$ cat src/rtl/irq_agg_pkg.sv
package irq_agg_pkg;
  // Fixed status bit positions of the event sources
  localparam int BIT_TICK   = 8;
  localparam int BIT_ALARM  = 9;
  localparam int BIT_ERROR  = 10;
  localparam int BIT_BUTTON = 11;
  localparam int BIT_TOP    = BIT_BUTTON;
endpackage

$ cat src/rtl/irq_mask_reg.sv
module irq_mask_reg #(
  parameter int STAT_W = 16,
  parameter int BYTE_W = 8,
  parameter logic [STAT_W-1:0] MASK_RST = 16'h0FFF,
  localparam int NB = STAT_W / BYTE_W
) (
  input  logic              clk,
  input  logic              rst_n,
  input  logic [NB-1:0]     lane_wr,
  input  logic [BYTE_W-1:0] wr_data,
  output logic [STAT_W-1:0] mask_q
);
  for (genvar i = 0; i < NB; i++) begin : g_lane
    always_ff @(posedge clk) begin
      if (!rst_n)          mask_q[i*BYTE_W +: BYTE_W] <= MASK_RST[i*BYTE_W +: BYTE_W];
      else if (lane_wr[i]) mask_q[i*BYTE_W +: BYTE_W] <= wr_data;
    end

    AST_MASK_LANE_KEEP: assert property (@(posedge clk) disable iff (!rst_n)
      !lane_wr[i] |=> $stable(mask_q[i*BYTE_W +: BYTE_W]));
  end
endmodule

$ cat src/rtl/irq_event_map.sv
module irq_event_map
  import irq_agg_pkg::*;
#(
  parameter int STAT_W = 16
) (
  input  logic              clk,
  input  logic              rst_n,
  input  logic              ev_tick,
  input  logic              ev_alarm,
  input  logic              ev_error,
  input  logic              btn_level,
  output logic              btn_rise,
  output logic [STAT_W-1:0] set_vec
);
  logic btn_prev;

  always_ff @(posedge clk) begin
    if (!rst_n) btn_prev <= 1'b0;
    else        btn_prev <= btn_level;
  end

  assign btn_rise = btn_level & ~btn_prev;

  always_comb begin
    set_vec             = '0;
    set_vec[BIT_TICK]   = ev_tick;
    set_vec[BIT_ALARM]  = ev_alarm;
    set_vec[BIT_ERROR]  = ev_error;
    set_vec[BIT_BUTTON] = btn_rise;
  end

  AST_BTN_SINGLE_RISE: assert property (@(posedge clk) disable iff (!rst_n)
    btn_rise |=> !btn_rise);
endmodule

$ cat src/rtl/irq_status_reg.sv
module irq_status_reg #(
  parameter int STAT_W = 16,
  parameter int BYTE_W = 8,
  localparam int NB = STAT_W / BYTE_W
) (
  input  logic              clk,
  input  logic              rst_n,
  input  logic [NB-1:0]     lane_ack,
  input  logic [BYTE_W-1:0] wr_data,
  input  logic [STAT_W-1:0] set_vec,
  output logic [STAT_W-1:0] status_q
);
  logic [STAT_W-1:0] clr_vec;

  // Set has priority over clear within one edge
  function automatic logic [STAT_W-1:0] next_status(
    input logic [STAT_W-1:0] cur,
    input logic [STAT_W-1:0] clr,
    input logic [STAT_W-1:0] set);
    return (cur & ~clr) | set;
  endfunction

  for (genvar i = 0; i < NB; i++) begin : g_ack
    assign clr_vec[i*BYTE_W +: BYTE_W] = lane_ack[i] ? wr_data : '0;
  end

  always_ff @(posedge clk) begin
    if (!rst_n) status_q <= '0;
    else        status_q <= next_status(status_q, clr_vec, set_vec);
  end

  AST_ACK_CLEARS: assert property (@(posedge clk) disable iff (!rst_n)
    (clr_vec != '0 && set_vec == '0) |=> ((status_q & $past(clr_vec)) == '0));
  AST_EVENT_WINS: assert property (@(posedge clk) disable iff (!rst_n)
    (set_vec != '0) |=> ((status_q & $past(set_vec)) == $past(set_vec)));
  AST_STATUS_HOLDS: assert property (@(posedge clk) disable iff (!rst_n)
    (clr_vec == '0 && set_vec == '0) |=> $stable(status_q));
endmodule

$ cat src/rtl/irq_line_out.sv
module irq_line_out #(
  parameter int STAT_W = 16
) (
  input  logic              clk,
  input  logic              rst_n,
  input  logic [STAT_W-1:0] status_q,
  input  logic [STAT_W-1:0] mask_q,
  output logic              irq_o
);
  logic pending;

  function automatic logic any_pending(input logic [STAT_W-1:0] st,
                                       input logic [STAT_W-1:0] mk);
    return |(st & ~mk);
  endfunction

  assign pending = any_pending(status_q, mask_q);

  always_ff @(posedge clk) begin
    if (!rst_n) irq_o <= 1'b0;
    else        irq_o <= pending;
  end

  AST_IRQ_LAGS_ONE: assert property (@(posedge clk) disable iff (!rst_n)
    $changed(pending) |=> (irq_o == $past(pending)));
endmodule

$ cat src/rtl/irq_status_agg.sv
module irq_status_agg
  import irq_agg_pkg::*;
#(
  parameter int STAT_W   = 16,
  parameter int BYTE_W   = 8,
  parameter int NUM_GPIO = 3,
  parameter int AW       = 3,
  parameter logic [STAT_W-1:0] MASK_RST = 16'h0FFF
) (
  input  logic                clk,
  input  logic                rst_n,
  input  logic                wr_en,
  input  logic [AW-1:0]       reg_addr,
  input  logic [BYTE_W-1:0]   wr_data,
  output logic [BYTE_W-1:0]   rd_data,
  input  logic                ev_rtc_tick,
  input  logic                ev_rtc_alarm,
  input  logic                ev_rtc_error,
  input  logic                pwr_btn,
  input  logic [NUM_GPIO-1:0] gpio_in,
  output logic                irq_o
);
  localparam int NB        = STAT_W / BYTE_W;
  localparam int MASK_BASE = 0;
  localparam int STAT_BASE = NB;
  localparam int ACK_BASE  = 2 * NB;
  localparam int GPIO_ADDR = 3 * NB;

  logic [NB-1:0]       mask_lane_wr;
  logic [NB-1:0]       ack_lane_wr;
  logic [NB-1:0]       ack_lane_sel;
  logic                is_ack_addr;
  logic [STAT_W-1:0]   mask_q;
  logic [STAT_W-1:0]   status_q;
  logic [STAT_W-1:0]   set_vec;
  logic                btn_rise;
  logic [NUM_GPIO-1:0] gpio_q;

  for (genvar i = 0; i < NB; i++) begin : g_dec
    assign mask_lane_wr[i] = wr_en && (reg_addr == AW'(MASK_BASE + i));
    assign ack_lane_sel[i] = (reg_addr == AW'(ACK_BASE + i));
    assign ack_lane_wr[i]  = wr_en && ack_lane_sel[i];
  end
  assign is_ack_addr = |ack_lane_sel;

  always_ff @(posedge clk) begin
    if (!rst_n) gpio_q <= '0;
    else        gpio_q <= gpio_in;
  end

  irq_mask_reg #(.STAT_W(STAT_W), .BYTE_W(BYTE_W), .MASK_RST(MASK_RST)) u_mask (
    .clk(clk), .rst_n(rst_n), .lane_wr(mask_lane_wr), .wr_data(wr_data), .mask_q(mask_q));

  irq_event_map #(.STAT_W(STAT_W)) u_events (
    .clk(clk), .rst_n(rst_n), .ev_tick(ev_rtc_tick), .ev_alarm(ev_rtc_alarm),
    .ev_error(ev_rtc_error), .btn_level(pwr_btn), .btn_rise(btn_rise), .set_vec(set_vec));

  irq_status_reg #(.STAT_W(STAT_W), .BYTE_W(BYTE_W)) u_status (
    .clk(clk), .rst_n(rst_n), .lane_ack(ack_lane_wr), .wr_data(wr_data),
    .set_vec(set_vec), .status_q(status_q));

  irq_line_out #(.STAT_W(STAT_W)) u_irq (
    .clk(clk), .rst_n(rst_n), .status_q(status_q), .mask_q(mask_q), .irq_o(irq_o));

  always_comb begin
    rd_data = '0;
    for (int i = 0; i < NB; i++) begin
      if (reg_addr == AW'(MASK_BASE + i)) rd_data = mask_q[i*BYTE_W +: BYTE_W];
      if (reg_addr == AW'(STAT_BASE + i)) rd_data = status_q[i*BYTE_W +: BYTE_W];
    end
    if (reg_addr == AW'(GPIO_ADDR)) rd_data[NUM_GPIO-1:0] = gpio_q;
  end

  AST_ACK_READS_ZERO: assert property (@(posedge clk) disable iff (!rst_n)
    is_ack_addr |-> (rd_data == '0));
  AST_BTN_SETS_BIT: assert property (@(posedge clk) disable iff (!rst_n)
    btn_rise |=> status_q[BIT_BUTTON]);
endmodule

$ cat config.mk
export PLATFORM = sky130hd
export DESIGN_NAME = irq_status_agg
export DESIGN_NICKNAME = d
export VERILOG_FILES = /design/src/rtl/irq_agg_pkg.sv /design/src/rtl/irq_mask_reg.sv /design/src/rtl/irq_event_map.sv /design/src/rtl/irq_status_reg.sv /design/src/rtl/irq_line_out.sv /design/src/rtl/irq_status_agg.sv
export SDC_FILE = /design/constraint.sdc
export NUM_CORES = 1
export LEC_CHECK = 0
export BUFFER_PORTS_ARGS = -buffer_cell sky130_fd_sc_hd__buf_4
export CAP_MARGIN = 20
export CORE_ASPECT_RATIO = 1.5
export CORE_UTILIZATION = 55
export CTS_BUF_LIST = sky130_fd_sc_hd__clkbuf_4
export CTS_CLUSTER_DIAMETER = 200
export DETAILED_ROUTE_END_ITERATION = 10
export GPL_ROUTABILITY_DRIVEN = 0
export PLACE_DENSITY = 0.9
export RECOVER_POWER = 50
export SLEW_MARGIN = 20
export SYNTH_ARGS = -nofsm -noshare
export SYNTH_HDL_FRONTEND = slang
export SYNTH_SLANG_ARGS = --single-unit
$ cat constraint.sdc
create_clock -name clk -period 2.6 [get_ports clk]
set_input_delay 0.26 -clock clk [delete_from_list [all_inputs] [get_ports clk]]
set_output_delay 0.26 -clock clk [all_outputs]
set_load 0.01 [all_outputs]
== Word-level counts from Yosys, hierarchy flattened ==
Cells that the tools add are included.
Widths: inputs -> output; s select.

* $lt $le $gt $ge: 0
* $add $sub $neg: 0
* Multipliers: 0
* Divide/modulo/power cells: 0
* Eq/ne operators: 6
* Multiplexer cells: 7
* Shift operators: 0
* Bitwise logic cells: 7
* Reduce and logical (&&, ||, !) cells: 6

{| class="wikitable"
|+ Operators with widths
! operator !! number
|-
| $mux 8 || 6
|-
| $and 16x16->16 || 2
|-
| $not 16->16 || 2
|-
| $or 16x12->16 || 1
|-
| $reduce_or 16->1 || 1
|-
| $eq 3x3->1 const B || 3
|-
| $eq 3x2->1 const B || 2
|-
| $logic_and 1x1->1 || 4
|-
| $eq 3x1->1 const B || 1
|-
| $logic_not 3->1 || 1
|-
| $mux 3 || 1
|-
| $and 1x1->1 || 1
|-
| $not 1->1 || 1
|}

* Bits in latches: 0
* Memory bits (read-only): 0
* Input port bits: 21
* RAM bits: 0
* Register bits after elaboration: 37
* Memories kept: 0
* Word-level logic and storage cells: 32

== Depth between registers and ports, before layout ==
Gate-level depths: netlist of run 1.

* Word-level depth: 6
* Mapped depth: 6
* Gate-level depth less buffers: 4

== Modules after synthesis ==
From an unflattened synthesis of run 1, not the netlist that was laid out.

* Cell total of the unflattened synthesis: 208
* Area, all modules: 1961.9 um2

{| class="wikitable"
|+ Modules (own cells, without submodules)
! module !! times used !! area each (um2) !! cells each !! sequential area each (um2)
|-
| irq_status_reg || 1 || 616.8 || 67 || 320.3
|-
| irq_mask_reg || 1 || 578.1 || 51 || 320.3
|-
| irq_status_agg || 1 || 449.2 || 43 || 60.1
|-
| irq_event_map || 1 || 163.9 || 20 || 20.0
|-
| irq_line_out || 1 || 153.9 || 27 || 20.0
|}

== Worst setup path before layout of run 1 ==
OpenSTA, ideal clock, no wires.

* Path type: input-to-output
* From: input port reg_addr[0]
* To: output port rd_data[1]
* Slack: 1.253 ns
* Required time: 2.340 ns
* Stages: 6
* Data arrival time: 1.087 ns
* Cells stage by stage: buf_6 -> buf_8 -> and2b_1 -> a22o_1 -> nand2_1 -> o21ai_0

* Word-level cells in the longest chain between the ends: 6
* Elaborated cells between the ends (all ways): 10
* Classes of those cells: 4 x eq/ne; 5 x mux; 1 x reduce/logical

{| class="wikitable"
|+ RTL lines
! item !! line !! text
|-
| from (decl) || irq_status_agg.sv:13 || <nowiki>input logic [AW-1:0] reg_addr,</nowiki>
|-
| $logic_not 3->1 || irq_status_agg.sv:68 || <nowiki>if (reg_addr == AW'(MASK_BASE + i)) rd_data = mask_q[i*BYTE_W +: BYTE_W];</nowiki>
|-
| $mux 8 || irq_status_agg.sv:68 ||
|-
| $mux 8 || irq_status_agg.sv:69 || <nowiki>if (reg_addr == AW'(STAT_BASE + i)) rd_data = status_q[i*BYTE_W +: BYTE_W];</nowiki>
|-
| $mux 8 || irq_status_agg.sv:68 ||
|-
| $mux 8 || irq_status_agg.sv:69 ||
|-
| $mux 3 * || irq_status_agg.sv:71 || <nowiki>if (reg_addr == AW'(GPIO_ADDR)) rd_data[NUM_GPIO-1:0] = gpio_q;</nowiki>
|-
| to (decl) || irq_status_agg.sv:15 || <nowiki>output logic [BYTE_W-1:0] rd_data,</nowiki>
|}

Every way passes the cells marked *; elsewhere a longest branch is shown, timed or not.

== Worst setup path in the final report of run 1 ==
* From: input port reg_addr[1]
* To: register u_mask.mask_q[13]

* Word-level cells in the longest chain between the ends: 2

{| class="wikitable"
|+ RTL lines
! item !! line !! text
|-
| $eq 3x1->1 || irq_status_agg.sv:40 || <nowiki>assign mask_lane_wr[i] = wr_en && (reg_addr == AW'(MASK_BASE + i));</nowiki>
|-
| $logic_and 1x1->1 || irq_status_agg.sv:40 ||
|-
| to (signal, indexed assignment) || irq_mask_reg.sv:15 || <nowiki>if (!rst_n) mask_q[i*BYTE_W +: BYTE_W] <= MASK_RST[i*BYTE_W +: BYTE_W];</nowiki>
|-
| to (signal, indexed assignment) || irq_mask_reg.sv:16 || <nowiki>else if (lane_wr[i]) mask_q[i*BYTE_W +: BYTE_W] <= wr_data;</nowiki>
|-
| to (decl) || irq_mask_reg.sv:11 || <nowiki>output logic [STAT_W-1:0] mask_q</nowiki>
|}

No other way between the ends.
A chain may end at the register's enable or synchronous reset.

==> impl_metrics.py, run 1 <==
metrics = {
    "hold_path": {
        "holdPathStages": 2,
        "holdPathEnd": "u_status.status_q[12]",
        "min_from": "wr_data[4]",
        "hold_path.class": "in2reg",
    },
    "clock_tree": {
        "tritoncts": "built",
        "hold_buffers": 0,
        "clk_latency_ps": 360,
        "cts-resized-gates": 0,
        "numCtsBuffers": 5,
        "cts_buffer_depth": 2,
        "clock-sinks": 37,
        "clkTransAtPathRegs_ps": 130,
        "cts.htree.levels": 2,
        "cts-root-buf": "clkbuf_4",
        "postCtsSetupBuffers": 0,
    },
    "die": {
        "dieArea_um2": 3280,
        "core_um2": 2910,
        "io_pins": 30,
        "die_w_um": 47.1,
        "start_util_pct": 57.6,
        "die_h_um": 69.6,
        "rows": 24,
    },
    "worst_setup_path": {
        "worst-path-max-fanout": 15,
        "worstPathCellList": "clkbuf_1, nand2b_1, nor3b_1, nand2_1, a21oi_1",
        "slowest_delay_ps": 1020,
        "critical_path_buf_inv_count": 1,
        "r2r_cells": 4,
        "startpoint_type": "input pin",
        "critPathTopFamily": "simple AND/OR/NAND/NOR gates",
        "crit_type": "in2reg",
        "r2r_start": "u_mask.mask_q[3]",
        "ff2ff_setup_slack_ps": 1540,
        "timing.rr.end": "u_irq.irq_o",
        "required_ps": 2870,
        "worst_path_max_delay_cell": "nor3b_1",
        "endpoint_kind": "flop",
        "crit_arrival_ps": 2310,
    },
    "place": {
        "io_buffers": 29,
        "hpwl_mm": 2.67,
        "dp.cells": 249,
        "dp_slack_ps": 994,
    },
    "sta": {
        "tns_ps": 0,
        "setup_viol": 0,
        "rsz0062_at_grt": "false",
        "fin_skew_ps": 22.3,
        "slew_headroom_pct": 15.6,
        "tightest_slew_ps": 1260,
        "final.setup.worst_slack_ps": 564,
        "hold_viol": 0,
        "fin_crit_ps": 2040,
        "finalCritPeriodShare_pct": 78.3,
        "fmax_mhz": 491,
        "drv_slew": 0,
    },
    "synthesis": {
        "synthArstFlopShare_pct": 0,
        "ys.flop_type": "dfxtp_1",
        "synth_warnings": 0,
        "synth_compound_area_share_pct": 15.0,
        "synth_fp_nets": 211,
        "synth_cell_types": 31,
        "synth-seq-cells": 37,
        "yosys.area_share.xor_xnor_pct": 0,
        "muxShareOfSynthArea_pct": 9.63,
        "syn_avg_cell_area_um2": 8.82,
        "syn_inst": 190,
        "synth_adder_area_share_pct": 0,
        "syn-cell-area_um2": 1680,
        "synth_top_family_by_area": "simple AND/OR/NAND/NOR gates",
        "synthSimpleGateAreaFrac_pct": 24.6,
        "synth-edff-count": 0,
        "yosysSeqAreaShare_pct": 44.2,
    },
    "route": {
        "vias": 1469,
        "final_antenna_net_count": 0,
        "routed_wl_mm": 3.89,
        "firstDrtPassIters": 4,
        "avgViaCountPerCell": 5.72,
        "first_iter_violations": 45,
        "drc": 0,
        "wl_per_cell_um": 15.1,
    },
    "global_route": {
        "grt_pass1_vias": 1411,
        "grt_max_degree": 24,
        "overflow": 0,
        "track_usage_pct": 27.5,
        "grt_pass1_wl_mm": 6.31,
        "antenna_found_initial": 0,
    },
    "layout": {
        "synthToLayoutAreaGrowth_pct": 15.5,
        "layout_commonest_cell": "nand2_1",
        "layout.cells.non_filler": 257,
        "diodes": 0,
        "fin_nets": 238,
        "layout_common_cells": "nand2_1, dfxtp_1, buf_4, a21oi_1, inv_1",
        "layout-drive-gt1-share_pct": 16.1,
    },
    "power_and_ir_drop": {
        "leakagePower_nw": 0.826,
        "ir_drop_mv": 0.373,
        "p_per_area_nw_per_um2": 574,
        "power.total_mw": 1.11,
    },
    "outcome": {
        "outcome": "completed",
    },
    "flow_run": {
        "cap_violations": 0,
    },
}
## stage by stage
step / utilization, % / instance area, µm² / hold WS [ps]
after floorplan: - / 1680 / 347
after global placement: 64.7 / 1890 / 435
after detailed placement: 64.7 / 1890 / 446
after CTS: 67.4 / 1960 / 85.6
after global routing: 66.5 / 1940 / 79.3
final: 66.5 / 1940 / 89.3
## registers in the layout, indices dropped and copies added, names as in the netlist
register / flops
gpio_q: 3
u_status.status_q: 16
u_irq.irq_o: 1
u_mask.mask_q: 16
u_events.btn_prev: 1
## how the worst max path moves through the flow
stage / startpoint / endpoint / slack, ps / cells past startpoint
after floorplan: reg_addr[0] / rd_data[1] / 1250 / 6
after global placement: reg_addr[1] / u_status.status_q[7] / 1030 / 4
after detailed placement: reg_addr[1] / u_status.status_q[4] / 990 / 4
after CTS: u_mask.mask_q[5] / rd_data[5] / 860 / 3
after global routing: reg_addr[1] / u_mask.mask_q[13] / 560 / 5
final: reg_addr[1] / u_mask.mask_q[13] / 560 / 5
## where the power goes
part           total, mW  switching (mW)  internal [mW]
logic              0.123          0.0638         0.0596
clock network      0.395           0.196          0.199
registers          0.593          0.0102          0.583
## cells in the mapped netlist (all sizes together), types with 2 or more instances
library cell,number,area [µm²]
a221oi,2,17.5
buf,6,46.3
clkbuf,3,11.3
a211oi,6,45.0
and2b,3,22.5
a21oi,17,85.1
inv,14,52.6
mux2i,3,30.0
nand3,9,45.0
and2,4,25.0
o21ai,3,15.0
dfxtp,37,741
o211ai,3,22.5
nand2,41,154
nor3,2,15.0
nand2b,4,25.0
nor2b,6,37.5
o22ai,4,25.0
nor3b,2,31.3
a22o,3,26.3
nor2,8,30.0
mux4,5,131
## layer usage
metal | routed length (µm) | GRT usage (%) | vias up | part of all wire (%)
met5 | 0 | 0 | - | 0
met4 | 167 | 17.5 | 0 | 4.3
met3 | 196 | 6.77 | 15 | 5.0
met2 | 1980 | 43.1 | 64 | 51
met1 | 1550 | 31.4 | 676 | 40
li1 | - | - | 714 | -
## area by class of cell
| class | instances | area (µm²) |
|---|---|---|
| timing repair buffer | 29 | 206 |
| tap | 39 | 48.8 |
| fill | 265 | 976 |
| multi-input combinational | 130 | 810 |
| clock buffer | 5 | 37.5 |
| clock inverter | 3 | 41.3 |
| inverter | 14 | 52.6 |
| sequential | 37 | 741 |
## logic make-up (layout without fill, tap and decap cells)
logic type,after synthesis,in the layout
and+or+nand+nor,82,82
AOI/OAI and AO/OA,40,40
DFF,37,37
buffers and inverters,23,51
muxes,8,8
(Power assumes the default switching activity.)
==> inputs of run 2 (changes only) <==
ABC_AREA = 1   (was default)
CORE_UTILIZATION = 52   (was 55)
PLACE_DENSITY = 0.89   (was 0.9)
clock period = 1.8 ns   (was 2.6 ns; I/O delays follow)
==> run 2 against run 1 <==
  * Sequential power grew 45%
  * Non-clock buffer count is 1 higher
  * Clock power is 3% higher
  * Flip-flop and latch count did not move
  * Routed wire length shrank 1.7%
  * Synthesized cell count grew 33%
  * Largest power group unchanged
  * Highest routed layer unchanged
==> impl_metrics.py, run 2 <==
metrics = {
    "worst_setup_path": {
        "startpoint_type": "input pin",
        "endpoint_kind": "output port",
        "required_ps": 1620,
        "r2r_cells": 7,
        "timing.rr.end": "u_irq.irq_o",
        "crit_arrival_ps": 1300,
        "worst-path-max-fanout": 6,
        "crit_type": "in2out",
        "ff2ff_setup_slack_ps": 850,
        "r2r_start": "u_mask.mask_q[6]",
    },
    "sta": {
        "rsz0062_at_grt": "false",
        "tns_ps": 0,
        "tightest_slew_ps": 991,
        "fmax_mhz": 676,
        "slew_headroom_pct": 33.4,
        "fin_crit_ps": 1480,
        "finalCritPeriodShare_pct": 82.2,
        "fin_skew_ps": 7.25,
        "hold_viol": 0,
        "drv_slew": 0,
        "setup_viol": 0,
    },
    "synthesis": {
        "ys_top_cells_by_area": "dfxtp_1, nand2_1, inv_1, nand3_1, nor2_1",
        "synth-edff-count": 0,
        "yosysSeqAreaShare_pct": 42.3,
        "syn_avg_cell_area_um2": 6.96,
        "synth_area_leader_cell": "dfxtp_1",
        "synth_top_family_by_area": "simple AND/OR/NAND/NOR gates",
        "yosys.area_share.xor_xnor_pct": 0,
        "synth_fp_nets": 273,
        "synthSimpleGateAreaFrac_pct": 34.5,
        "synthMostInstantiatedCell": "nand2_1",
        "synth_adder_area_share_pct": 0,
        "netlist.area_leader.share_pct": 42.3,
        "syn-cell-area_um2": 1750,
        "synth_warnings": 0,
        "ys.flop_type": "dfxtp_1",
        "synth_commonest_cells": "nand2_1, inv_1, dfxtp_1, nor2_1, nand3_1",
        "synth_cell_types": 22,
        "muxShareOfSynthArea_pct": 0,
        "synth-seq-cells": 37,
        "synth_compound_area_share_pct": 10.8,
        "syn_inst": 252,
        "synthArstFlopShare_pct": 0,
    },
    "die": {
        "rows": 25,
        "io_pins": 30,
        "start_util_pct": 54.9,
        "die_h_um": 73.1,
        "die_w_um": 49.4,
        "dieArea_um2": 3610,
        "core_um2": 3190,
    },
    "place": {
        "hpwl_mm": 2.80,
        "io_buffers": 29,
        "dp.cells": 316,
        "placed_cell_area_um2": 1990,
    },
    "clock_tree": {
        "cts-root-buf": "clkbuf_4",
        "cts.htree.levels": 2,
        "clk_latency_ps": 340,
        "postCtsSetupBuffers": 0,
        "cts_buffer_depth": 2,
        "cts-resized-gates": 0,
        "tritoncts": "built",
        "clkTransAtPathRegs_ps": 110,
        "numCtsBuffers": 5,
        "clock-sinks": 37,
        "hold_buffers": 0,
    },
    "route": {
        "final_antenna_net_count": 0,
        "first_iter_violations": 81,
        "wl_per_cell_um": 11.8,
        "routed_wl_mm": 3.82,
        "avgViaCountPerCell": 5.07,
        "drc": 0,
        "firstDrtPassIters": 5,
        "vias": 1636,
    },
    "layout": {
        "layout.cells.non_filler": 323,
        "layout_commonest_cell": "nand2_1",
        "synthToLayoutAreaGrowth_pct": 14.2,
        "layout_common_cells": "nand2_1, inv_1, dfxtp_1, buf_4, nor2_1",
        "largest_registers": "u_mask.mask_q: 16 flops, u_status.status_q: 16 flops, gpio_q: 3 flops",
        "finish.instance_area_um2": 2000,
        "fin_nets": 304,
        "diodes": 0,
        "layout-drive-gt1-share_pct": 16.3,
    },
    "power_and_ir_drop": {
        "power.total_mw": 1.44,
        "p_per_area_nw_per_um2": 721,
        "leakagePower_nw": 1.09,
        "ir_drop_mv": 0.536,
    },
    "global_route": {
        "grt_pass1_wl_mm": 6.35,
        "antenna_found_initial": 0,
        "track_usage_pct": 23.5,
        "overflow": 0,
        "grt_pass1_vias": 1511,
        "grt_max_degree": 35,
    },
    "hold_path": {
        "holdPathEnd": "gpio_q[1]",
        "holdPathStages": 3,
        "hold_path.class": "in2reg",
        "min_from": "gpio_in[1]",
    },
    "outcome": {
        "outcome": "completed",
    },
    "flow_run": {
        "cap_violations": 0,
    },
}
[run 2: cell count changes in the layout (fill, tap and decap cells not counted), sizes merged, moves of 4 or more]
cell    before  now
o21ai        3   12
a21oi       17    3
inv         14   48
nand2       41   81
nand3        9   18
nand4        0    9
o211ai       3   11
a211oi       6    0
mux4         5    0
and2         4    0
nand2b       4    0
nor2         8   22
nor2b        6    0
[run 2: cell families after synthesis]
group,Yosys count
and+or+nand+nor,134
buffers and inverters,54
DFF,37
AOI/OAI and AO/OA,27
[run 2: worst max-delay path by stage]
stage,from,cells past startpoint,end
floorplan,reg_addr[1],7,u_mask.mask_q[13]
detailed placement,reg_addr[1],7,u_mask.mask_q[12]
finish,reg_addr[1],7,rd_data[7]
CTS,u_status.status_q[2],5,rd_data[2]
global route,reg_addr[1],7,rd_data[6]
global placement,reg_addr[1],6,rd_data[2]
[run 2: critical path, stage by stage]
cell      delay [ps]
clkbuf_1         120
inv_1            230
nand3_1          230
inv_1            210
nand2_1           70
nand4_1          120
buf_4            130
[run 2: cell type report]
class / count / area, µm²
multi-input cells: 161 / 761
flip-flops and latches: 37 / 741
repair buffers: 30 / 221
clock inverters: 2 / 11.3
fillers: 304 / 1190
inverters: 48 / 180
well taps: 40 / 50.0
clock buffers: 5 / 37.5
[run 2: report_power, final]
| group | internal (mW) | switching, mW |
|---|---|---|
| clock | 0.140 | 0.265 |
| sequential | 0.844 | 0.0140 |
| combinational | 0.0758 | 0.104 |
[run 2: per-layer routing]
| metal | wire length [µm] | track usage (%) | vias up | share of wire (%) |
|---|---|---|---|---|
| li1 | - | - | 849 | - |
| met1 | 1580 | 25.7 | 734 | 41 |
| met2 | 1960 | 42.0 | 42 | 51 |
| met3 | 169 | 3.54 | 11 | 4.4 |
| met4 | 112 | 14.9 | 0 | 2.9 |
| met5 | 0 | 0 | - | 0 |
[run 2: metrics by stage]
step,setup slack (ps),utilization [%],hold slack (ps)
final,320,62.7,9.72
after CTS,406,63.9,6.14
after floorplan,836,-,278
after detailed placement,522,62.4,367
after global routing,183,62.7,22.8
after global placement,530,62.4,361
==> inputs of run 3 (changes only) <==
clock period = 1.2 ns   (was 1.8 ns; I/O delays follow)
==> run 3 against run 2 <==
  * The flow now finishes with violations (negative setup slack)
  * Die area is the same
  * Final cell count grew 5.0%
  * Flip-flop and latch count is the same
  * Hold slack gained 4.6 ps
  * Via count grew 6.5%
  * Largest power group unchanged
  * First-iteration DRC count shrank 33%
==> impl_metrics.py, run 3 (synthesis gave the netlist of run 2 again) <==
metrics = {
    "die": {
        "core_um2": 3190,
        "die_w_um": 49.4,
        "dieArea_um2": 3610,
        "die_h_um": 73.1,
        "start_util_pct": 54.9,
        "rows": 25,
        "io_pins": 30,
    },
    "global_route": {
        "overflow": 0,
        "grtUsageMet1_pct": 28.1,
        "track_usage_pct": 25.3,
        "grt_pass1_vias": 1607,
        "antenna_found_initial": 0,
        "grt_pass1_wl_mm": 6.88,
        "met2_usage_pct": 44.3,
        "grt_util_met3_pct": 6.25,
        "busiest_layer": "met2",
        "grt_max_degree": 35,
    },
    "route": {
        "drc": 0,
        "firstDrtPassIters": 4,
        "avgViaCountPerCell": 5.14,
        "first_iter_violations": 54,
        "vias": 1742,
        "wl_per_cell_um": 12.6,
        "routed_wl_mm": 4.28,
        "final_antenna_net_count": 0,
    },
    "layout": {
        "fin_util_pct": 68.0,
        "fin_nets": 320,
        "layout-drive-gt1-share_pct": 26.8,
        "diodes": 0,
        "fillers": 284,
        "layout_commonest_cell": "nand2_1",
        "layout_common_cells": "nand2_1, inv_1, buf_4, nor2_1, dfxtp_1",
        "synthToLayoutAreaGrowth_pct": 23.7,
        "finish.instance_area_um2": 2170,
        "largest_registers": "u_mask.mask_q: 16 flops, u_status.status_q: 16 flops, gpio_q: 3 flops",
        "layout.cells.non_filler": 339,
    },
    "place": {
        "dp_slack_ps": 41.9,
        "placed_cell_area_um2": 2020,
        "io_buffers": 29,
        "hpwl_mm": 2.89,
        "dp.cells": 318,
    },
    "clock_tree": {
        "cts.htree.levels": 2,
        "clock-sinks": 37,
        "cts-root-buf": "clkbuf_4",
        "clk_latency_ps": 350,
        "cts_buffer_depth": 2,
        "numCtsBuffers": 5,
        "tritoncts": "built",
        "clkTransAtPathRegs_ps": 100,
    },
    "flow_run": {
        "cap_violations": 0,
    },
    "sta": {
        "rsz0062_at_grt": "true",
        "whs_ps": 14.3,
        "fin_skew_ps": 5.99,
        "tightest_slew_ps": 375,
        "fin_crit_ps": 1290,
        "drv_slew": 0,
        "setup_viol": 4,
        "tns_ps": -265,
        "finalCritPeriodShare_pct": 107,
        "fmax_mhz": 775,
        "hold_viol": 0,
        "slew_headroom_pct": 75.0,
        "final.setup.worst_slack_ps": -89.7,
    },
    "hold_path": {
        "holdPathEnd": "u_mask.mask_q[4]",
        "min_from": "wr_data[4]",
        "hold_path.class": "in2reg",
        "holdPathStages": 3,
    },
    "worst_setup_path": {
        "r2r_cells": 8,
        "crit_type": "reg2out",
        "worst-path-max-fanout": 2,
        "critPathLaunch": "u_status.status_q[0]",
        "endpoint_kind": "output port",
        "crit_arrival_ps": 1170,
        "startpoint_type": "flop",
        "timing.rr.end": "u_irq.irq_o",
        "r2r_start": "u_status.status_q[2]",
        "ff2ff_setup_slack_ps": 130,
        "required_ps": 1080,
    },
    "power_and_ir_drop": {
        "p_per_area_nw_per_um2": 1020,
        "ir_drop_mv": 0.751,
        "leakagePower_nw": 1.17,
        "power.total_mw": 2.21,
    },
    "outcome": {
        "violations": "negative setup slack",
        "outcome": "complete, but fails checks",
    },
}
-- run 3: cell types whose count changed in the layout (fill, tap and decap cells not counted), sizes merged --
cell	change
clkbuf	+7
dlygate4sd3	+6
buf	+4
clkinvlp	-1
-- run 3: worst max path at each step --
stage	cells past startpoint	to	slack, ps
2_1_floorplan	7	u_mask.mask_q[13]	300
3_3_place_gp	7	u_mask.mask_q[15]	70
3_5_place_dp	7	u_mask.mask_q[15]	40
4_1_cts	5	rd_data[1]	-110
5_1_grt	5	rd_data[0]	-220
6_report	5	rd_data[0]	-90
-- run 3: power by group --
group	switching [mW]	internal [mW]	total, mW	leakage, nW
clock network	0.386	0.235	0.621	0.0292
registers	0.0218	1.27	1.29	0.308
logic	0.172	0.132	0.303	0.832
-- run 3: what timing repair did --
item                                    CTS  global route
hold buffers                              6             0
buffers inserted                          3             5
endpoints found under the setup margin    3             8
pin swaps                                 3            11
resized for setup                         8            19
endpoints found under the hold margin     6             0
-- run 3: cell type report --
type                    instances  area (µm²)  area share, %
clock inverters                 1        3.75          0.173
flip-flops and latches         37         761           35.1
inverters                      48         180           8.31
repair buffers                 46         350           16.2
well taps                      40        50.0           2.31
multi-input cells             161         778           35.9
clock buffers                   6        45.0           2.08
-- run 3: per-layer routing --
layer	share of wire (%)	wire length [µm]
met1	42	1800
met3	4.7	200
met4	3.5	148
met5	0	0
met2	50	2130
-- run 3: critical path: stages (launching register included) --
cell and delay [ps]:
dfxtp_2 330, nand4_1 90, o21ai_1 90, nor2_1 90, nand3_1 80, buf_4 150
